===== src/rtl/swi_seq_pkg.sv =====
`timescale 1ns/1ps
package swi_seq_pkg;
  localparam int STEP_W = 4;
  localparam logic [STEP_W-1:0] STEP_LOAD  = 4'd0;
  localparam logic [STEP_W-1:0] STEP_PCL   = 4'd1;
  localparam logic [STEP_W-1:0] STEP_PCH   = 4'd2;
  localparam logic [STEP_W-1:0] STEP_X     = 4'd3;
  localparam logic [STEP_W-1:0] STEP_A     = 4'd4;
  localparam logic [STEP_W-1:0] STEP_CCR   = 4'd5;
  localparam logic [STEP_W-1:0] STEP_VHI   = 4'd6;
  localparam logic [STEP_W-1:0] STEP_VLO   = 4'd7;
  localparam logic [STEP_W-1:0] STEP_LAST  = 4'd8;
  localparam int SEQ_CYCLES = int'(STEP_LAST) + 1;

  function automatic logic is_push(input logic [STEP_W-1:0] s);
    return (s >= STEP_PCL) && (s <= STEP_CCR);
  endfunction
endpackage


===== src/rtl/swi_seq_ctrl.sv =====
`timescale 1ns/1ps
module swi_seq_ctrl
  import swi_seq_pkg::*;
(
  input  logic              clk_i,
  input  logic              rst_ni,
  input  logic              start_i,
  output logic              load_o,
  output logic              busy_o,
  output logic              done_o,
  output logic [STEP_W-1:0] step_o
);
  logic              busy_q, done_q;
  logic [STEP_W-1:0] step_q;

  assign load_o = start_i && !busy_q;

  always_ff @(posedge clk_i or negedge rst_ni) begin
    if (!rst_ni) begin
      busy_q <= 1'b0;
      done_q <= 1'b0;
      step_q <= STEP_LOAD;
    end else begin
      done_q <= busy_q && (step_q == STEP_LAST);
      if (load_o) begin
        busy_q <= 1'b1;
        step_q <= STEP_LOAD;
      end else if (busy_q) begin
        if (step_q == STEP_LAST) begin
          busy_q <= 1'b0;
          step_q <= STEP_LOAD;
        end else begin
          step_q <= step_q + 1'b1;
        end
      end
    end
  end

  assign busy_o = busy_q;
  assign done_o = done_q;
  assign step_o = step_q;
endmodule


===== src/rtl/swi_seq_regs.sv =====
`timescale 1ns/1ps
module swi_seq_regs
  import swi_seq_pkg::*;
#(
  parameter int DW    = 8,
  parameter int I_BIT = 3,
  localparam int AW   = 2 * DW
) (
  input  logic              clk_i,
  input  logic              rst_ni,
  input  logic              load_i,
  input  logic              busy_i,
  input  logic [STEP_W-1:0] step_i,
  input  logic [AW-1:0]     pc_i,
  input  logic [DW-1:0]     a_i,
  input  logic [DW-1:0]     x_i,
  input  logic [DW-1:0]     ccr_i,
  input  logic [AW-1:0]     sp_i,
  input  logic [DW-1:0]     rdata_i,
  output logic [AW-1:0]     pc_o,
  output logic [DW-1:0]     a_o,
  output logic [DW-1:0]     x_o,
  output logic [DW-1:0]     ccr_o,
  output logic [AW-1:0]     sp_o
);
  logic [AW-1:0] pc_q, sp_q;
  logic [DW-1:0] a_q, x_q, ccr_q;

  always_ff @(posedge clk_i or negedge rst_ni) begin
    if (!rst_ni) begin
      pc_q  <= '0;
      sp_q  <= '0;
      a_q   <= '0;
      x_q   <= '0;
      ccr_q <= '0;
    end else if (load_i) begin
      pc_q  <= pc_i + AW'(1);
      sp_q  <= sp_i;
      a_q   <= a_i;
      x_q   <= x_i;
      ccr_q <= ccr_i;
    end else if (busy_i) begin
      if (is_push(step_i)) sp_q <= sp_q - AW'(1);
      // mask set only once the CCR byte has gone out
      if (step_i == STEP_CCR) ccr_q[I_BIT] <= 1'b1;
      if (step_i == STEP_VLO) pc_q[AW-1:DW] <= rdata_i;
      if (step_i == STEP_LAST) pc_q[DW-1:0] <= rdata_i;
    end
  end

  assign pc_o  = pc_q;
  assign sp_o  = sp_q;
  assign a_o   = a_q;
  assign x_o   = x_q;
  assign ccr_o = ccr_q;
endmodule


===== src/rtl/swi_seq_mem.sv =====
`timescale 1ns/1ps
module swi_seq_mem
  import swi_seq_pkg::*;
#(
  parameter int DW             = 8,
  localparam int AW            = 2 * DW,
  parameter logic [AW-1:0] VEC_BASE = 16'hFFFC
) (
  input  logic              busy_i,
  input  logic [STEP_W-1:0] step_i,
  input  logic [AW-1:0]     pc_i,
  input  logic [DW-1:0]     a_i,
  input  logic [DW-1:0]     x_i,
  input  logic [DW-1:0]     ccr_i,
  input  logic [AW-1:0]     sp_i,
  output logic [AW-1:0]     addr_o,
  output logic              we_o,
  output logic [DW-1:0]     wdata_o,
  output logic              re_o
);
  always_comb begin
    we_o    = 1'b0;
    re_o    = 1'b0;
    addr_o  = sp_i;
    wdata_o = '0;
    if (busy_i) begin
      unique case (step_i)
        STEP_PCL: begin we_o = 1'b1; wdata_o = pc_i[DW-1:0];  end
        STEP_PCH: begin we_o = 1'b1; wdata_o = pc_i[AW-1:DW]; end
        STEP_X:   begin we_o = 1'b1; wdata_o = x_i;           end
        STEP_A:   begin we_o = 1'b1; wdata_o = a_i;           end
        STEP_CCR: begin we_o = 1'b1; wdata_o = ccr_i;         end
        STEP_VHI: begin re_o = 1'b1; addr_o = VEC_BASE;              end
        STEP_VLO: begin re_o = 1'b1; addr_o = VEC_BASE + AW'(1);     end
        default: ;
      endcase
    end
  end
endmodule


===== src/rtl/swi_seq.sv =====
`timescale 1ns/1ps
module swi_seq
  import swi_seq_pkg::*;
#(
  parameter int DW                  = 8,
  parameter int I_BIT               = 3,
  localparam int AW                 = 2 * DW,
  parameter logic [AW-1:0] VEC_BASE = 16'hFFFC
) (
  input  logic          clk_i,
  input  logic          rst_ni,
  input  logic          start_i,
  input  logic [AW-1:0] pc_i,
  input  logic [DW-1:0] a_i,
  input  logic [DW-1:0] x_i,
  input  logic [DW-1:0] ccr_i,
  input  logic [AW-1:0] sp_i,
  output logic [AW-1:0] mem_addr_o,
  output logic          mem_we_o,
  output logic [DW-1:0] mem_wdata_o,
  output logic          mem_re_o,
  input  logic [DW-1:0] mem_rdata_i,
  output logic          busy_o,
  output logic          done_o,
  output logic [AW-1:0] sp_o,
  output logic [DW-1:0] ccr_o,
  output logic [AW-1:0] pc_o
);
  logic              load;
  logic [STEP_W-1:0] step;
  logic [DW-1:0]     a_w, x_w;

  swi_seq_ctrl u_ctrl (
    .clk_i   (clk_i),
    .rst_ni  (rst_ni),
    .start_i (start_i),
    .load_o  (load),
    .busy_o  (busy_o),
    .done_o  (done_o),
    .step_o  (step)
  );

  swi_seq_regs #(.DW(DW), .I_BIT(I_BIT)) u_regs (
    .clk_i   (clk_i),
    .rst_ni  (rst_ni),
    .load_i  (load),
    .busy_i  (busy_o),
    .step_i  (step),
    .pc_i    (pc_i),
    .a_i     (a_i),
    .x_i     (x_i),
    .ccr_i   (ccr_i),
    .sp_i    (sp_i),
    .rdata_i (mem_rdata_i),
    .pc_o    (pc_o),
    .a_o     (a_w),
    .x_o     (x_w),
    .ccr_o   (ccr_o),
    .sp_o    (sp_o)
  );

  swi_seq_mem #(.DW(DW), .VEC_BASE(VEC_BASE)) u_mem (
    .busy_i  (busy_o),
    .step_i  (step),
    .pc_i    (pc_o),
    .a_i     (a_w),
    .x_i     (x_w),
    .ccr_i   (ccr_o),
    .sp_i    (sp_o),
    .addr_o  (mem_addr_o),
    .we_o    (mem_we_o),
    .wdata_o (mem_wdata_o),
    .re_o    (mem_re_o)
  );
endmodule


===== config.mk =====
export PLATFORM = sky130hd
export DESIGN_NAME = swi_seq
export DESIGN_NICKNAME = d
export VERILOG_FILES = /design/src/rtl/swi_seq_pkg.sv /design/src/rtl/swi_seq_ctrl.sv /design/src/rtl/swi_seq_regs.sv /design/src/rtl/swi_seq_mem.sv /design/src/rtl/swi_seq.sv
export SDC_FILE = /design/constraint.sdc
export NUM_CORES = 1
export LEC_CHECK = 0
export ABC_AREA = 1
export CORE_MARGIN = 3
export CORE_UTILIZATION = 40
export CTS_CLUSTER_DIAMETER = 200
export DETAILED_ROUTE_END_ITERATION = 10
export PLACE_DENSITY = 0.7
export SKIP_LAST_GASP = 1
export SLEW_MARGIN = 15
export SYNTH_ARGS = -nofsm -noshare
export SYNTH_HDL_FRONTEND = slang
export SYNTH_SLANG_ARGS = --single-unit

===== constraint.sdc =====
create_clock -name clk_i -period 1.6 [get_ports clk_i]
set_clock_uncertainty 0.05 [all_clocks]
set_input_delay 0.48 -clock clk_i [delete_from_list [all_inputs] [get_ports clk_i]]
set_output_delay 0.48 -clock clk_i [all_outputs]
set_load 0.005 [all_outputs]

[Word-level counts from Yosys, hierarchy flattened]
Cells that the tools add are included.
W data, S select, Z words.
Word-level totals
  register bits after elaboration: 62
  RAM bits: 0
  bits in read-only memories: 0
  memories kept: 0
  bits in latches: 0
Operators by class
  $lt $le $gt $ge: 2
  shift operators: 0
  bitwise operators: 0
  div/mod/pow operators: 0
  reduce and logical (&&, ||, !) cells: 15
  muxes and demuxes: 24
  multipliers: 0
  add/subtract/negate cells: 3
  equal/unequal tests: 8
Operators by type and width (number)
  $mux W16: 6
  $pmux W8 S5: 1
  $pmux W16 S2: 1
  $mux W8: 3
  $add A16 B1 Y16 const B: 1
  $eq A4 B3 Y1 const B: 4
  $sub A16 B1 Y16 const B: 1
  $mux W4: 3
  $mux W1: 10
  $reduce_bool A2 Y1: 5
  $eq A4 B2 Y1 const B: 2
  $reduce_and A2 Y1: 4
  $reduce_or A5 Y1: 1
  $add A4 B1 Y4 const B: 1
  $eq A4 B1 Y1 const B: 1
  $eq A4 B4 Y1 const B: 1
  $ge A4 B1 Y1 const B: 1
  $le A4 B3 Y1 const B: 1
  $logic_and A1 B1 Y1: 3
  $reduce_or A2 Y1: 1
  $logic_not A1 Y1: 1

[Logic depth before layout (Yosys ltp)]
Gate-level depths: netlist of the first run.
  word-level depth: 5
  depth in mapped cells: 11
  depth with buffers taken out: 11

[By module]
Synthesis of the first run repeated with hierarchy kept, for this count alone.
Unflattened totals
  cell total of the unflattened synthesis: 612
  area, all modules: 4096.4 µm²
Modules (own cells, without submodules)
  swi_seq_regs: cells each 461, instances 1, seq. area each 1401.3 µm², area an instance 3226.8 µm²
  swi_seq_mem: cells each 117, instances 1, seq. area each 0.0 µm², area an instance 568.0 µm²
  swi_seq_ctrl: cells each 34, instances 1, seq. area each 150.1 µm², area an instance 301.5 µm²

[Worst setup path after synthesis of the first run]
No wires, ideal clock.
  kind: register to output
  start point: register u_ctrl.step_q[0] (netlist: u_ctrl.step_o[0])
  end point: output mem_addr_o[10]
  path buffers: 1
  path slack: -0.178 ns
  data required time: 1.070 ns
  cell stages (with the launch flop): 8
  data arrival time: 1.248 ns
  cells stage by stage: dfrtp_1 -> inv_1 -> ha_1 -> o21ai_0 -> nor2_2 -> inv_2 -> buf_2 -> nand2_1
On the way
  longest elaborated chain between the ends: 3
Ends and longest elaborated chain
  start, declared: line swi_seq_ctrl.sv:14  | logic [STEP_W-1:0] step_q;
  start signal, assigned: line swi_seq_ctrl.sv:33  | step_q <= step_q + 1'b1;
  $eq A4 B3 Y1: line swi_seq_mem.sv:27  | unique case (step_i)
  $pmux W16 S2 *: line swi_seq_mem.sv:27
  $mux W16 *: line swi_seq_mem.sv:26  | if (busy_i) begin
  end, declared: line swi_seq.sv:18  | output logic [AW-1:0] mem_addr_o,
Mark *: on every way between the ends. The rest lies on a longest branch, timed or not.

[Worst setup path after layout of the first run]
  start point: register u_ctrl.step_q[1] (netlist: u_ctrl.step_o[1])
  end point: output mem_addr_o[0]
Same word-level chain as after synthesis.

==> results.toml, run 1 <==
[status]
status = "finished with violations"
violations = "negative setup slack"

[sta]
setup_violations = 47
min_period_ns = 2.380
max_freq_mhz = 420.1
rsz0062_at_grt = "yes"
finalCritPeriodShare_pct = 148.8
worst_slack_ns = -0.7802
finalMaxSlewViolations = 0
tightestPinTransition_ns = 0.3522
hold_viol_final = 0
max_slew_margin_pct = 76.46

[worst_setup_path]
rrSetupSlack_ns = -0.15
rr_startpoint = "u_ctrl.step_o[0]"
start_kind = "flop"
cp_max_fo = 4
criticalPathCategory = "flop to primary output"
crit_path_frequent_cell = "buf_6"
r2r_cells = 11
timing.rr.end = "u_regs.sp_o[2]"
worst_ep_arrival_time_ns = 1.85
worst_path_max_delay_cell = "dfrtp_2"
required_ns = 1.07
crit_start = "u_ctrl.step_o[1]"
end_kind = "primary output"
worstPathCellList = "buf_12, ha_4, o21ai_4, nor2_4, buf_6, buf_6, o21ai_2, buf_2"
cpPeakStageDelay_ns = 0.46

[finish]
fill_cells = 782
seq_area_sq_um = 1556
drive_above_1_share_pct = 37.47
diodes = 0
multi_input_area_sq_um = 2554
area_growth_pct = 81.73
nets = 963

[clock_tree]
root_buffer = "clkbuf_8"
cts_sinks = 62
h-tree-depth = 3
clkTransAtPathRegs_ns = 0.08
cts_tree = "yes"
cts.path.max_buffers = 2
cts_buffers = 9
insertion_delay_ns = 0.34

[logic_synthesis]
yosysSeqAreaShare_pct = 38.27
yosys_warnings = 0
synth_seq_cells = 62
syn_inst = 604
synthesis.area_sq_um = 4054
syn_area_per_cell_sq_um = 6.712
synth.distinct_cells = 39
synth.net_count = 678

[placement]
io_buffers = 134
pre_cts_ws_ns = -0.7369
place_congestion = 1.005
place_hpwl_microns = 11400

[global_route]
grt_pass1_vias = 4905
antenna_found_initial = 0
grt_start_max_net_pins = 40
grt_usage_pct = 27.31
grt_pass1_wl_microns = 24650
overflow = 0

[floorplan]
fp.dieW_microns = 106.7
start_util_pct = 41.28
io_pins = 135
rows = 36
coreArea_sq_um = 9819
die_y_microns = 106.7
die_area_sq_um = 11380

[route]
drc_errors = 0
wl_met1_microns = 7223
vias_per_cell = 4.981
ant_nets = 0
dr_total_vias = 5115
wl_met2_microns = 8109
first_pass_iters = 5
dr.max_layer_used = "met4"
dr_wl_met3_microns = 924
first_iter_violations = 303
wl_per_cell_microns = 16.05
drt_wl_total_microns = 16490

[power]
p_switching_mw = 6.444
power_mw = 14.70
combPwrFrac_pct = 68.8
p_seq_share_pct = 20.4
p_clk_share_pct = 10.8
p_sw_share_pct = 43.85
ir_drop_v = 0.001300
internal_power_mw = 8.251
power_leakage_nw = 3.704
power.density_nw_per_um2 = 1995

[hold_path]
hold_path.class = "primary input to async pin"

[flow_run]
drv_cap = 0
timing repair:
item	in CTS	in global routing
setup endpoints to repair	94	74
pin swaps	23	43
cloned	4	0
setup buffers	44	12
hold buffers	0	0
gates resized for setup	271	129
layout by cell type (no fill, tap or decap), types with 5 or more instances in the layout:
cell type and count:
buf_2 33, ha_4 7, clkbuf_2 11, nand2_4 5, nand3_1 51, inv_4 10, o21ai_0 11, inv_1 48
clkdlybuf4s50_1 60, buf_4 106, nand2_1 197, nor2_2 10, nand2_2 20, o21ai_2 5, dfrtp_1 58, a21oi_1 7
inv_2 5, buf_6 46, buf_12 10, nand4_1 7, clkbuf_8 9, dlygate4sd2_1 15, nand3_2 6, o21ai_1 11
nor2_4 13, nor2_1 68
worst max-delay path: cells and delay by family, from the launching register on:
family / cells / cell delay, ns
compound gates: 2 / 0.28
fa+ha+maj: 1 / 0.17
buf+inv: 4 / 0.53
flops: 1 / 0.46
simple gates: 1 / 0.09
worst max-delay path by stage:
stage,endpoint,depth (start not counted)
floorplan,mem_addr_o[10],7
global route,mem_addr_o[8],8
finish,mem_addr_o[0],8
detailed placement,mem_addr_o[12],7
CTS,mem_addr_o[4],8
global placement,mem_addr_o[12],7
sequential cells by signal (all words and copies together) (netlist names):
| signal | cells |
|---|---|
| u_ctrl.done_o | 1 |
| u_ctrl.step_o | 4 |
| u_regs.sp_o | 16 |
| u_regs.x_o | 8 |
| u_regs.ccr_o | 8 |
| u_ctrl.busy_o | 1 |
| u_regs.pc_o | 16 |
| u_regs.a_o | 8 |
kinds of logic (layout without fill, tap and decap cells):
family | count (synthesis) | count (layout) | synth area share [%]
AND/OR/NAND/NOR | 393 | 394 | 41.98
AO/OA/AOI/OAI | 57 | 57 | 7.994
buffers and inverters | 83 | 372 | 9.167
adder cells (fa/ha/maj) | 7 | 7 | 2.160
flip-flops | 62 | 62 | 38.27
XOR/XNOR | 2 | 2 | 0.4322
Yosys cell counts:
master	number	share of area (%)
a21oi_1	12	1.5
a22oi_1	1	0.19
a31oi_1	4	0.62
and2_1	1	0.15
buf_1	1	0.093
buf_2	8	0.99
buf_4	2	0.37
buf_6	4	1.1
clkbuf_1	2	0.19
dfrtp_1	62	38
ha_1	7	2.2
inv_1	58	5.4
inv_2	4	0.37
inv_4	3	0.46
inv_6	1	0.22
nand2_1	220	20
nand2_2	1	0.15
nand2_4	2	0.56
nand2_8	2	0.99
nand3_1	58	7.2
nand3_2	3	0.74
nand4_1	7	1.1
nor2_1	82	7.6
nor2_2	6	0.93
nor2_4	3	0.83
nor2_8	1	0.49
nor3_1	5	0.62
o211ai_1	2	0.37
o21a_1	1	0.19
o21ai_0	26	3.2
o21ai_1	2	0.25
o21bai_1	2	0.37
o221ai_1	1	0.22
o22ai_1	3	0.46
o2bb2ai_1	3	0.65
or2_1	1	0.15
or2_2	1	0.15
xnor2_1	1	0.22
xor2_1	1	0.22
through the flow:
stage	TNS, ns	util, %	cells	hold WS, ns	area, sq um
after detailed placement	-34.05	64.70	961	0.4251	6354
after global routing	-23.82	75.03	1027	0.06787	7367
after global placement	-32.21	64.70	961	0.4278	6354
final	-20.22	75.03	1027	0.06387	7367
after CTS	-20.80	72.04	1021	0.06209	7074
after floorplan	-1.818	-	604	0.1344	4074
metal layers:
metal,vias to the layer above,track usage [%]
met4,0,7.123
met3,17,3.311
met1,2384,37.35
li1,2490,-
met5,-,0
met2,224,46.00
layout make-up:
cell class | count | area share, %
clock buffer | 9 | 1.681
clock inverter | 7 | 1.325
inverter | 66 | 4.008
multi-input combinational | 460 | 34.66
sequential | 62 | 21.13
tap | 133 | 2.259
timing repair buffer | 287 | 34.56
timing repair inverter | 3 | 0.3736
power groups by stage:
| stage | logic [mW] | registers, mW | clock network (mW) |
|---|---|---|---|
| 5_1_grt | 10.9 | 3.06 | 1.69 |
| 2_1_floorplan | 3.56 | 2.94 | 0 |
| 3_3_place_gp | 8.12 | 3.00 | 0 |
| 3_5_place_dp | 8.20 | 3.00 | 0 |
| 4_1_cts | 9.16 | 2.94 | 1.61 |
| 6_report | 10.1 | 2.99 | 1.59 |
(Power assumes the default switching activity.)
==> run 2, diff against run 1 <==
--- a/config.mk
+++ b/config.mk
@@ -10,7 +10,8 @@
 export CORE_UTILIZATION = 40
 export CTS_CLUSTER_DIAMETER = 200
 export DETAILED_ROUTE_END_ITERATION = 10
-export PLACE_DENSITY = 0.7
+export PLACE_DENSITY = 0.84
+export SETUP_SLACK_MARGIN = 0.1
 export SKIP_LAST_GASP = 1
 export SLEW_MARGIN = 15
 export SYNTH_ARGS = -nofsm -noshare
==> results.toml, run 2 (synthesis results as in run 1) <==
[status]
status = "finished with violations"
violations = "negative setup slack"

[floorplan]
rows = 36
fp.dieW_microns = 106.7
start_util_pct = 41.28
die_area_sq_um = 11380
coreArea_sq_um = 9819
io_pins = 135
die_y_microns = 106.7

[worst_setup_path]
timing.rr.end = "u_regs.sp_o[13]"
cpPeakStageDelay_ns = 0.49
worst_ep_arrival_time_ns = 2.03
criticalPathCategory = "flop to primary output"
rrSetupSlack_ns = -0.37
r2r_cells = 13
path_depth = 10
crit_path_frequent_cell = "nor2_1"
worstPathCellList = "inv_4, ha_4, inv_6, buf_12, nor2_4, nand2_1, nand3_1, nor2_1, nor2_1, buf_2"
worst_path_max_delay_cell = "dfrtp_2"
cp_top_family = "simple AND/OR/NAND/NOR gates"
rr_startpoint = "u_ctrl.step_o[0]"
path_buf_inv = 4
cp_max_fo = 6
start_kind = "flop"
required_ns = 1.07
end_kind = "primary output"

[hold_path]
hold_path_startpoint = "u_regs.x_o[2]"
hold_depth = 2
min_to = "u_regs.x_o[2]"
hold_path.class = "flop to flop"

[finish]
fill_cells = 546
drive_above_1_share_pct = 42.80
layout_common_cells = "197 x nand2_1, 129 x buf_4, 94 x buf_6"
diodes = 0
nets = 1013
final_cell_count_no_fill = 1077
layout_commonest_cell = "nand2_1"
area_growth_pct = 97.31

[global_route]
grt_start_max_net_pins = 29
antenna_found_initial = 0
grt_pass1_vias = 6079
grt_pass1_wl_microns = 30920
grt_usage_pct = 34.62
overflow = 0

[route]
drt_wl_total_microns = 23620
first_iter_violations = 827
vias_per_cell = 5.912
dr_total_vias = 6367
wl_per_cell_microns = 21.93
drc_errors = 0
first_pass_iters = 6
ant_nets = 0

[sta]
min_period_ns = 2.561
fin_setup_tns_ns = -28.56
setup_violations = 63
tightestPinTransition_ns = 0.4262
rsz0062_at_grt = "yes"
finalCritPeriodShare_pct = 160.0
max_freq_mhz = 390.5
worst_slack_ns = -0.9608
max_slew_margin_pct = 71.59
finalMaxSlewViolations = 0
hold_viol_final = 0

[power]
power_leakage_nw = 3.995
combPwrFrac_pct = 73.3
p_seq_share_pct = 17.7
p_switching_mw = 8.070
internal_power_mw = 9.317
power.density_nw_per_um2 = 2174
p_clk_share_pct = 9.0
p_sw_share_pct = 46.41
ir_drop_v = 0.0009527

[clock_tree]
cts_sinks = 62
cts.path.max_buffers = 2
h-tree-depth = 3
cts_buffers = 9
cts_tree = "yes"
root_buffer = "clkbuf_8"
insertion_delay_ns = 0.37
clkTransAtPathRegs_ns = 0.09

[placement]
place_hpwl_microns = 11840
place_congestion = 0.9634
placed_cells = 977
io_buffers = 134

[flow_run]
drv_cap = 0
run 2: cell count changes in the layout (fill, tap and decap cells not counted), moves of 4 or more:
cell,previous run,this run
clkdlybuf4s15_1,0,4
buf_2,33,26
dlygate4sd2_1,15,5
dlymetal6s2s_1,4,0
buf_6,46,94
nor2_1,68,64
inv_8,1,5
buf_4,106,129
clkbuf_2,11,5
run 2: per-layer routing:
layer,wire length (microns),GRT usage [%]
met5,0,0
met4,2324,20.37
met3,2856,6.442
met2,11010,59.31
met1,7427,40.28
run 2: cell type report:
type | count | area, sq um | area share, %
Clock buffer | 11 | 141.4 | 1.768
Clock inverter | 5 | 58.81 | 0.7352
Inverter | 66 | 315.3 | 3.942
Multi-Input combinational cell | 460 | 2613 | 32.66
Sequential cell | 62 | 1555 | 19.44
Tap cell | 133 | 166.4 | 2.080
Timing Repair Buffer | 335 | 3102 | 38.78
Timing Repair inverter | 5 | 47.55 | 0.5944
run 2: power by group through the flow:
stage                     Combinational (mW)  Sequential (mW)  Clock [mW]
final                                   12.7             3.08        1.57
after global routing                    13.4             3.11        1.59
after CTS                               10.6             2.92        1.45
after detailed placement                8.43             2.91           0
after global placement                  8.20             2.91           0
after floorplan                         3.56             2.94           0
run 2: worst register-to-register path: stages (launching register included):
cell and delay, ns:
dfrtp_2 0.49, buf_6 0.15, ha_4 0.16, inv_6 0.07, buf_6 0.11, buf_6 0.09, buf_4 0.10, nand3_4 0.10
nand2_8 0.12, nand2_8 0.12, inv_12 0.10, nor2_1 0.04, nand2_1 0.06, nand2_1 0.08
run 2: how the worst max path moves through the flow:
stage / startpoint / end / slack [ns]
final: u_ctrl.step_o[1] / mem_wdata_o[4] / -0.96
after global routing: u_ctrl.step_o[1] / mem_wdata_o[4] / -1.05
after CTS: u_ctrl.step_o[1] / mem_wdata_o[7] / -0.77
after detailed placement: u_ctrl.step_o[0] / mem_wdata_o[7] / -0.71
after global placement: u_ctrl.step_o[2] / mem_addr_o[15] / -0.68
after floorplan: u_ctrl.step_o[0] / mem_addr_o[10] / -0.10
run 2: what timing repair did:
item | CTS | global route
resized for setup | 429 | 98
cloned | 6 | 2
hold buffers | 1 | 0
setup endpoints to repair | 123 | 121
buffers inserted | 62 | 32
pin swaps | 41 | 24
endpoints found under the hold margin | 9 | 0
run 2: through the flow:
stage / hold WS, ns / util [%] / area, sq um / power [mW] / setup slack, ns
finish: 0.4708 / 81.46 / 7999 / 17.39 / -0.9608
global route: 0.4878 / 81.46 / 7999 / 18.06 / -1.045
CTS: 0.4355 / 76.92 / 7553 / 14.92 / -0.7749
detailed placement: 0.3339 / 65.67 / 6449 / 11.34 / -0.7090
global placement: 0.3241 / 65.67 / 6449 / 11.11 / -0.6800
floorplan: 0.1344 / - / 4074 / 6.501 / -0.1047
